===== src/rtl/cfg_regbuf_pkg.sv =====
package cfg_regbuf_pkg;

  typedef enum logic [1:0] {
    ROLE_SINGLE = 2'd0,
    ROLE_FIRST  = 2'd1,
    ROLE_SECOND = 2'd2
  } role_e;

  function automatic role_e role_decode(input logic split, input logic upper);
    if (!split)     return ROLE_SINGLE;
    else if (!upper) return ROLE_FIRST;
    else            return ROLE_SECOND;
  endfunction

endpackage


===== src/rtl/cfg_regbuf_fanout.sv =====
module cfg_regbuf_fanout #(
  parameter int W_WIDE   = 25,
  parameter int W_NARROW = 14,
  parameter int OUT_W    = 28
) (
  input  logic              clk,
  input  logic              rst,
  input  logic              cap_en,
  input  logic              split,
  input  logic [W_WIDE-1:0] d_in,
  output logic [OUT_W-1:0]  q_out
);

  logic [OUT_W-1:0] nxt;

  // Each output lane picks its source for both layouts; the split layout
  // folds the upper half back onto the narrow input lanes.
  for (genvar i = 0; i < OUT_W; i++) begin : g_lane
    logic wide_b;
    logic split_b;
    if (i < W_WIDE) begin : g_w
      assign wide_b = d_in[i];
    end else begin : g_wz
      assign wide_b = 1'b0;
    end
    if (i < W_NARROW) begin : g_lo
      assign split_b = d_in[i];
    end else if (i < 2*W_NARROW) begin : g_hi
      assign split_b = d_in[i-W_NARROW];
    end else begin : g_sz
      assign split_b = 1'b0;
    end
    assign nxt[i] = split ? split_b : wide_b;
  end

  always_ff @(posedge clk) begin
    if (rst)         q_out <= '0;
    else if (cap_en) q_out <= nxt;
  end

endmodule


===== src/rtl/cfg_regbuf_parity.sv =====
module cfg_regbuf_parity
  import cfg_regbuf_pkg::*;
#(
  parameter int W_WIDE   = 25,
  parameter int W_NARROW = 14
) (
  input  logic              clk,
  input  logic              rst,
  input  logic              cap_en,
  input  role_e             role,
  input  logic [W_WIDE-1:0] d_in,
  input  logic              par_in,
  input  logic              ppar_in,
  output logic              err_n,
  output logic              ppar_out
);

  logic [W_WIDE-1:0] lane_on;
  logic              data_par;

  // Narrow lanes always count; the rest only in the one-to-one layout.
  for (genvar i = 0; i < W_WIDE; i++) begin : g_mask
    if (i < W_NARROW) begin : g_on
      assign lane_on[i] = 1'b1;
    end else begin : g_sel
      assign lane_on[i] = (role == ROLE_SINGLE);
    end
  end

  assign data_par = ^(d_in & lane_on);

  logic s1_vld, s1_dpar, s1_par;
  logic s2_vld, s2_dpar;

  always_ff @(posedge clk) begin
    if (rst) begin
      s1_vld   <= 1'b0;
      s1_dpar  <= 1'b0;
      s1_par   <= 1'b0;
      s2_vld   <= 1'b0;
      s2_dpar  <= 1'b0;
      err_n    <= 1'b1;
      ppar_out <= 1'b0;
    end else begin
      s1_vld <= cap_en;
      if (cap_en) begin
        s1_dpar <= data_par;
        s1_par  <= par_in;
      end
      s2_vld  <= s1_vld && (role == ROLE_SECOND);
      s2_dpar <= s1_dpar;
      if (s1_vld) begin
        ppar_out <= s1_dpar ^ s1_par;
        if (role == ROLE_SINGLE) err_n <= ~(s1_dpar ^ s1_par);
      end
      if (s2_vld) err_n <= ~(s2_dpar ^ ppar_in);
    end
  end

endmodule


===== src/rtl/cfg_regbuf.sv =====
module cfg_regbuf
  import cfg_regbuf_pkg::*;
#(
  parameter int W_WIDE   = 25,
  parameter int W_NARROW = 14,
  parameter int CS_W     = 2,
  localparam int OUT_W   = (W_WIDE > 2*W_NARROW) ? W_WIDE : 2*W_NARROW
) (
  input  logic              clk,
  input  logic              rst,
  input  logic              cfg_split,
  input  logic              cfg_upper,
  input  logic [CS_W-1:0]   cs_n,
  input  logic [W_WIDE-1:0] d_in,
  input  logic              par_in,
  input  logic              ppar_in,
  output logic [OUT_W-1:0]  q_out,
  output logic              err_n,
  output logic              ppar_out
);

  logic  cap_en;
  role_e role;

  assign cap_en = ~(&cs_n);
  assign role   = role_decode(cfg_split, cfg_upper);

  cfg_regbuf_fanout #(
    .W_WIDE(W_WIDE), .W_NARROW(W_NARROW), .OUT_W(OUT_W)
  ) u_fanout (
    .clk(clk), .rst(rst), .cap_en(cap_en), .split(cfg_split),
    .d_in(d_in), .q_out(q_out)
  );

  cfg_regbuf_parity #(
    .W_WIDE(W_WIDE), .W_NARROW(W_NARROW)
  ) u_parity (
    .clk(clk), .rst(rst), .cap_en(cap_en), .role(role),
    .d_in(d_in), .par_in(par_in), .ppar_in(ppar_in),
    .err_n(err_n), .ppar_out(ppar_out)
  );

endmodule


===== config.mk =====
export PLATFORM = sky130hd
export DESIGN_NAME = cfg_regbuf
export DESIGN_NICKNAME = d
export VERILOG_FILES = /design/src/rtl/cfg_regbuf_pkg.sv /design/src/rtl/cfg_regbuf_fanout.sv /design/src/rtl/cfg_regbuf_parity.sv /design/src/rtl/cfg_regbuf.sv
export SDC_FILE = /design/constraint.sdc
export NUM_CORES = 1
export LEC_CHECK = 0
export ABC_AREA = 1
export BUFFER_PORTS_ARGS = -buffer_cell sky130_fd_sc_hd__buf_2
export CORE_UTILIZATION = 50
export DETAILED_ROUTE_END_ITERATION = 16
export PLACE_DENSITY = 0.76
export SLEW_MARGIN = 20
export SYNTH_ARGS = -nofsm -noshare
export SYNTH_HDL_FRONTEND = slang
export SYNTH_SLANG_ARGS = --single-unit

===== constraint.sdc =====
create_clock -name clk -period 1.9 [get_ports clk]
set_clock_uncertainty 0.15 [all_clocks]
set_input_delay 0.38 -clock clk [delete_from_list [all_inputs] [get_ports clk]]
set_output_delay 0.38 -clock clk [all_outputs]
set_load 0.02 [all_outputs]

==> results of run 1 <==
-- cell usage in the layout (no fill, tap or decap), drive strengths merged --
| master | synthesis | final |
|---|---|---|
| a21oi | 23 | 23 |
| a31oi | 5 | 5 |
| buf | 4 | 68 |
| clkbuf | 9 | 7 |
| clkinv | 0 | 1 |
| dfxtp | 35 | 35 |
| inv | 34 | 34 |
| nand2 | 103 | 103 |
| nand3 | 26 | 26 |
| nand3b | 1 | 1 |
| nor2 | 21 | 21 |
| o211ai | 1 | 1 |
| o21ai | 19 | 19 |
| xnor2 | 4 | 4 |
| xor2 | 3 | 3 |
-- cell type report --
type                       instances  area (µm²)
fill                             344        1170
inverter                          34         133
clock buffer                       7        76.3
sequential                        35         701
clock inverter                     1        5.00
multi-input combinational        206         956
timing repair buffer              68         368
tap                               46        57.6
-- power by group through the flow --
stage / Combinational [µW] / Clock [µW] / Sequential [µW]
after global placement: 418 / 0 / 830
after CTS: 428 / 517 / 815
final: 426 / 510 / 815
after global routing: 480 / 557 / 820
after detailed placement: 425 / 0 / 831
after floorplan: 231 / 0 / 884
-- stage by stage --
| step | total power, µW | instance area [µm²] |
|---|---|---|
| CTS | 1760 | 2300 |
| floorplan | 1120 | 1870 |
| global placement | 1250 | 2210 |
| global route | 1860 | 2300 |
| detailed placement | 1260 | 2210 |
| finish | 1750 | 2300 |
-- tightest hold or removal path, cell delays in order --
cell and delay [ps]:
buf_2 70, nor2_1 30, nor2_1 80
-- worst paths after layout --
check                startpoint                 end  slack (ps)  cells past startpoint
min                      par_in     u_parity.s1_par         170                      3
max                   cfg_split    u_parity.s1_dpar         410                     15
max reg2reg     u_parity.s1_vld      u_parity.err_n         760                      5
min reg2reg  u_fanout.q_out[13]  u_fanout.q_out[13]         310                      2
-- flip-flops by register name, summed over array words and instances, names as in the netlist --
name	cells
u_parity.s1_par	1
u_parity.err_n	1
u_fanout.q_out	28
u_parity.ppar_out	1
u_parity.s2_dpar	1
u_parity.s1_vld	1
u_parity.s2_vld	1
u_parity.s1_dpar	1
-- metal layers --
layer | vias to the layer above | share of wire (%)
li1 | 1026 | -
met1 | 860 | 44
met2 | 60 | 49
met3 | 8 | 6.2
met4 | 0 | 1.3
met5 | - | 0
-- logic make-up after synthesis --
| logic type | share of synthesized area, % |
|---|---|
| buffers and inverters | 11.3 |
| AO/OA/AOI/OAI | 13.3 |
| AND/OR/NAND/NOR | 34.6 |
| flip-flops | 37.5 |
| XOR/XNOR | 3.28 |
==> out/results.txt, run 1 <==
Critical Path Source Type -> input port
DRC Markers -> 0
Syn Inst Count -> 288
Flop pwr share -> 46.6%
syn_nets -> 321
asr flop ratio synth -> 0%
largest net degree at the start of global routing -> 28
first-pass GRT wire length -> 7200 µm
top_reg_cell synth -> dfxtp_1
Longest Clk Path Bufs -> 2
via count -> 1954
Internal Pwr Total -> 1200 µW
worst ir drop on vdd -> 0.455 mV
FF+latch count, synth -> 35
unrepaired setup endpoints after global routing -> false
total track usage -> 23.1%
worst-path cell chain -> buf_2, inv_6, nand2_1, inv_1, nand2_1, nand2_1, nand2_1, nand2_1, nand2_2, nand3_1, nand2_1, nand2_1, nand3_1, nand2_1, inv_1
Pleak -> 0.00127 µW
P&R area growth vs syn -> 23.0%
gr ovfl total -> 0
initial antenna violation count -> 0
DRT antenna net count -> 0
TritonCTS Sinks -> 35
Critical Path Most Common Cell -> nand2_1
Synth top cells by count -> nand2_1 (97), dfxtp_1 (35), inv_1 (31), a21oi_1 (23), nand3_1 (22)
Logic pwr share -> 24.3%
root buffer cell -> clkbuf_8
CP Capture Type -> register
number of diodes -> 0
Mean Syn Cell Area -> 6.48 µm²
Post-Syn Area -> 1870 µm²
Max Cap Viol -> 0
pre-CTS setup slack -> 112 ps
WL/cell -> 11.2 µm
nets -> 383
Max transition margin -> 67.6%
sequential element share of the synthesized area -> 37.5%
Crit-path slowest cell -> inv_6
met2 Usage GRT -> 40.9%
core area -> 3470 µm²
Synth warnings -> 0
status -> completed
DPL Wire Length -> 3290 µm
Detailed Route WL -> 4440 µm
top cells by area, synth -> dfxtp_1 (38%), nand2_1 (20%), inv_1 (6.2%), a21oi_1 (6.2%), nand3_1 (5.9%)
CTS tree -> yes
post-cts sizing count -> 0
IO Pins -> 63
largest area contributor in the netlist -> dfxtp_1
crit path DAT -> 1530 ps
Max Clk Rate -> 671 MHz
CTS Buf Count -> 5
Die Span Y -> 63.1 µm
count of pins over their slew limit -> 0
gpl congestion -> 0.771
Finished Core Util -> 66.2%
share of layout cells above drive strength 1 -> 24.8%
Tmin final -> 1490 ps
most frequent cell after synthesis -> nand2_1
Finished Layout Cells -> 397
Post-synth EDFFs -> 0
Setup Viol. Count Final -> 0
crit path buf inv count -> 4
placed cells -> 389
met1 Track Usage GR -> 26.5%
CP delay by family, top -> simple AND/OR/NAND/NOR gates
share of the synthesized area in the top cell type -> 37.5%
hold_ws -> 170 ps
TritonRoute pass-1 iters -> 4
Power Density -> 763 nW/µm²
Worst-path clk slew -> 70 ps
setup total negative slack -> 0 ps
Starting Density -> 53.8%
Die Width -> 63.1 µm
Die Footprint -> 3980 µm²
Skew-Pair Late Insertion Delay -> 280 ps
switch share -> 31.3%
fin worst setup slack -> 410 ps
Hold Crit Class -> input port to register
hold buffers post-CTS -> 0
Port Buf Inserts -> 62
Slew @ Worst Pin -> 486 ps
number of vias per cell -> 4.92
required time worst endpoint -> 1940 ps
Max FO, Critical Path -> 22
vias in the first global route -> 1661
busiest grt layer -> met2
final hold violation count -> 0
Clk pwr share -> 29.1%
P_sw -> 549 µW
iteration-0 DRC count of the detailed router -> 85
Largest stage delay, worst path -> 160 ps
Clock H-tree levels -> 2
Tcrit/Tclk final -> 78.4%
Yosys cell types -> 22
Rows -> 21
crit path kind -> input port to register
setup bufs post-CTS -> 0
M3 GR Usage -> 5.62%
(Power assumes the default switching activity.)
==> run 2: changes to the inputs <==
- clock period: 1.9 -> 1.42 ns (I/O delays scaled with it)
==> run 2 against run 1 <==
Against the previous run: first-iteration DRC count down 7.1%; non-clock buffer count is 36 higher; utilization rose by 8.7 points; global-route usage is 3.1 points higher.
==> out/results.txt, run 2 (synthesis results as in run 1) <==
status -> completed
CP Capture Type -> register
Worst-path clk slew -> 70 ps
setup total negative slack -> 0 ps
Die Span Y -> 63.1 µm
gpl congestion -> 0.813
Tmin final -> 1320 ps
Max FO, Critical Path -> 6
Detailed Route WL -> 4880 µm
core area -> 3470 µm²
Slew @ Worst Pin -> 224 ps
first-pass GRT wire length -> 8060 µm
count of pins over their slew limit -> 0
Finished Core Util -> 74.9%
gr ovfl total -> 0
largest net degree at the start of global routing -> 26
placed cell area -> 2440 µm²
WL/cell -> 11.3 µm
Rows -> 21
number of vias per cell -> 4.78
Starting Density -> 53.8%
Finished Layout Cells -> 433
Pleak -> 0.00145 µW
Top reg by flops -> u_fanout.q_out
Clk pwr share -> 29.4%
Port Buf Inserts -> 62
initial antenna violation count -> 0
pre-CTS setup slack -> -260 ps
Power Density -> 956 nW/µm²
iteration-0 DRC count of the detailed router -> 79
Skew-Pair Late Insertion Delay -> 290 ps
Longest Clk Path Bufs -> 2
Max transition margin -> 85.1%
IO Pins -> 63
crit path kind -> input port to register
Flop pwr share -> 43.9%
fin worst setup slack -> 104 ps
number of diodes -> 0
Max Clk Rate -> 760 MHz
P&R area growth vs syn -> 39.2%
r2r setup slk -> 380 ps
crit path DAT -> 1360 ps
Die Footprint -> 3980 µm²
DPL Wire Length -> 3570 µm
most frequent cells in the layout -> nand2_1 (91), buf_2 (61), buf_4 (42)
TritonCTS Sinks -> 35
switch share -> 31.1%
DRT antenna net count -> 0
worst ir drop on vdd -> 0.539 mV
commonest non-fill, non-tap cell in the layout -> nand2_1
Internal Pwr Total -> 1710 µW
total track usage -> 26.2%
DRC Markers -> 0
Clock H-tree levels -> 2
nets -> 420
Critical Path Source Type -> input port
Setup Viol. Count Final -> 0
Logic pwr share -> 26.7%
max reg flops -> 28
Hold Crit Class -> input port to register
hold buffers post-CTS -> 0
root buffer cell -> clkbuf_8
vias in the first global route -> 1916
via count -> 2068
Layout fillers -> 291
Die Width -> 63.1 µm
P_sw -> 773 µW
placed cells -> 421
TritonRoute pass-1 iters -> 4
Tcrit/Tclk final -> 92.7%
Max Cap Viol -> 0
CTS Buf Count -> 5
final instance area -> 2600 µm²
final hold violation count -> 0
required time worst endpoint -> 1470 ps
share of layout cells above drive strength 1 -> 34.4%
CTS tree -> yes
[run 2: cell type report]
class	instances	area [µm²]	area share (%)
multi-input combinational	206	976	37.6
timing repair buffer	104	636	24.5
timing repair inverter	1	6.26	0.241
inverter	34	135	5.20
sequential	35	701	27.0
tap	46	57.6	2.21
clock inverter	1	5.00	0.193
clock buffer	6	82.6	3.18
[run 2: through the flow]
stage	hold slack [ps]	power, µW
6_report	76.3	2480
5_1_grt	83.5	2630
4_1_cts	74.9	2480
3_5_place_dp	298	1740
3_3_place_gp	296	1730
2_1_floorplan	269	1490
[run 2: repair_timing]
action,in CTS,in global routing
setup endpoints to repair,0,1
gates resized for setup,0,12
setup buffers,0,4
hold endpoints to repair,0,0
[run 2: path summary, 6_finish.rpt]
path / cells past startpoint / to / from
worst max-delay path: 15 / u_parity.s1_dpar / cfg_split
worst min-delay path: 3 / u_parity.s1_par / par_in
worst max register to register: 5 / u_parity.err_n / u_parity.s1_vld
worst min register to register: 2 / u_fanout.q_out[12] / u_fanout.q_out[12]
[run 2: critical path, cell delays in order]
cell and delay (ps):
buf_8 120, inv_4 100, nand3_2 100, nand2_2 80
nand2_1 50, nand2_1 50, nand2_1 40, nand2_1 120
inv_1 80, nand2_2 80, nand2_1 50, nand2_1 50
nand3_1 60, nand2_1 60, inv_1 30
[run 2: power by group through the flow]
stage               registers [µW]  clock network [µW]  logic [µW]
detailed placement            1110                   0         631
floorplan                     1180                   0         310
global placement              1110                   0         617
CTS                           1090                 754         636
global route                  1100                 794         742
finish                        1090                 729         663
[run 2: routing by layer]
layer | wire [µm] | up-vias | track usage (%)
li1 | - | 1099 | -
met1 | 2060 | 894 | 28.5
met2 | 2400 | 65 | 47.0
met3 | 331 | 10 | 7.43
met4 | 90 | 0 | 11.0
met5 | 0 | - | 0
==> run 3: changes to the inputs <==
- CORE_UTILIZATION: 50 -> 45
- PLACE_DENSITY: 0.76 -> 0.73
- clock period: 1.42 -> 1.1 ns (I/O delays scaled with it)
==> run 3 against run 2 <==
Against the previous run: via count grew 7.4%; combinational power grew 57%; utilization grew 0.17 points; non-clock buffer count grew 2; the run now ends with negative setup slack left; setup slack lost 260 ps; critical path depth grew 1; critical endpoint unchanged; sequential cell count is the same; hold slack lost 65 ps; global-route usage grew 0.47 points; highest routed layer unchanged; sequential share of layout area shrank 2.3 points; register-to-register slack lost 330 ps.
==> out/results.txt, run 3 (synthesis results as in run 1) <==
status -> finished, violations left
failing checks -> negative setup slack
crit path DAT -> 1310 ps
Critical Path Source Type -> input port
IO Pins -> 63
unrepaired setup endpoints after global routing -> true
vias in the first global route -> 2024
WL/cell -> 13.0 µm
DRT antenna net count -> 0
CP Launch Point -> cfg_split
Reg-to-Reg End -> u_parity.err_n
total track usage -> 26.7%
WHS Endpoint -> u_parity.s2_vld
max reg flops -> 28
Detailed Route WL -> 5750 µm
Die Width -> 66.4 µm
Rows -> 23
crit path kind -> input port to register
number of diodes -> 0
Power Density -> 1290 nW/µm²
Power Total -> 3890 µW
TritonRoute pass-1 iters -> 4
r2r setup slk -> 50 ps
Finished Core Util -> 75.1%
CP Capture Type -> register
root buffer cell -> clkbuf_8
Max Cap Viol -> 0
Hold Crit Class -> input port to register
gr ovfl total -> 0
TritonCTS Sinks -> 35
Starting Density -> 46.7%
Longest Clk Path Bufs -> 2
iteration-0 DRC count of the detailed router -> 107
Tmin final -> 1260 ps
Skew-Pair Late Insertion Delay -> 290 ps
r2r startpoint -> u_parity.s1_par
number of vias per cell -> 5.03
commonest non-fill, non-tap cell in the layout -> nand2_1
Worst-path clk slew -> 80 ps
via count -> 2220
largest net degree at the start of global routing -> 19
DPL Wire Length -> 3590 µm
reg2reg path depth -> 5
share of layout cells above drive strength 1 -> 48.3%
count of pins over their slew limit -> 0
core area -> 4000 µm²
Top reg by flops -> u_fanout.q_out
DRC Markers -> 0
Max FO, Critical Path -> 5
setup total negative slack -> -556 ps
gpl congestion -> 0.772
initial antenna violation count -> 0
Tcrit/Tclk final -> 114%
Setup Viol. Count Final -> 31
CTS Buf Count -> 5
final hold violation count -> 0
Pleak -> 0.00155 µW
P&R area growth vs syn -> 60.9%
Die Footprint -> 4410 µm²
Slew @ Worst Pin -> 211 ps
most frequent cells in the layout -> nand2_1 (76), buf_4 (43), buf_2 (31), dfxtp_2 (31), buf_6 (30)
Max Clk Rate -> 796 MHz
worst ir drop on vdd -> 0.940 mV
Clock H-tree levels -> 2
fin worst setup slack -> -157 ps
Hold Path Depth -> 3
Port Buf Inserts -> 62
required time worst endpoint -> 1150 ps
nets -> 423
CTS tree -> yes
Die Span Y -> 66.4 µm
Hold Path Origin -> cfg_upper
first-pass GRT wire length -> 8780 µm
Max transition margin -> 85.8%
run 3: cell count changes in the layout (fill, tap and decap cells not counted), moves of 3 or more:
cell	before	now
nand2_2	12	24
buf_6	0	30
dfxtp_2	0	31
nand2_1	91	76
buf_2	61	31
nand2_4	0	3
inv_1	30	26
inv_2	3	7
dfxtp_1	35	4
run 3: worst max path at each step:
| stage | endpoint | slack (ps) | cells after the start |
|---|---|---|---|
| 6_report | u_parity.s1_dpar | -160 | 16 |
| 5_1_grt | u_parity.s1_dpar | -240 | 16 |
| 4_1_cts | u_parity.s1_dpar | -60 | 16 |
| 3_5_place_dp | u_parity.s1_dpar | -530 | 15 |
| 3_3_place_gp | u_parity.s1_dpar | -450 | 15 |
| 2_1_floorplan | u_parity.s1_dpar | -330 | 16 |
run 3: layer usage:
metal,routed length [µm],global-route usage (%),part of all wire [%],vias up
li1,-,-,-,1115
met2,3000,48.6,52,66
met5,0,0,0,-
met1,2340,30.4,41,1025
met3,274,4.66,4.8,14
met4,127,10.9,2.2,0
run 3: where the power goes:
part | total, µW | leakage (µW) | switching, µW | internal [µW]
clock network | 1400 | 0.0000654 | 492 | 906
registers | 1450 | 0.000299 | 70.8 | 1380
logic | 1040 | 0.00119 | 562 | 480
total | 3890 | 0.00155 | 1120 | 2760
run 3: per-stage QoR:
| stage | instances | worst slack (ps) | area (µm²) | hold WS [ps] |
|---|---|---|---|---|
| 2_1_floorplan | 288 | -333 | 1870 | 205 |
| 3_3_place_gp | 425 | -446 | 2460 | 294 |
| 3_5_place_dp | 425 | -530 | 2460 | 301 |
| 4_1_cts | 440 | -59.5 | 2910 | 15.9 |
| 5_1_grt | 441 | -244 | 3000 | 37.4 |
| 6_report | 441 | -157 | 3000 | 11.2 |
run 3: critical path, cell delays in order:
cell and delay, ps:
buf_12 120, clkinv_8 80, nand2_4 70, inv_2 50, nand2_2 50, nand2_2 80, nand2_2 80, nand2_1 60
nand2_2 70, nand2_2 50, nand2_2 80, nand2_2 70, nand2_2 70, nand3_2 50, nand2_1 50, inv_1 30
run 3: final cells by class:
type                       instances  area, µm²
timing repair buffer             106        856
clock buffer                       6       72.6
timing repair inverter             2       25.0
tap                               50       62.6
sequential                        35        739
multi-input combinational        206       1050
fill                             280        996
inverter                          34        140
clock inverter                     2       60.1
run 3: repair_timing:
| item | in CTS | in global routing |
|---|---|---|
| setup endpoints to repair | 31 | 32 |
| endpoints found under the hold margin | 0 | 0 |
| hold buffers | 0 | 0 |
| pin swaps | 5 | 13 |
| gates cloned | 2 | 0 |
| gates resized for setup | 108 | 26 |
| setup buffers | 5 | 1 |
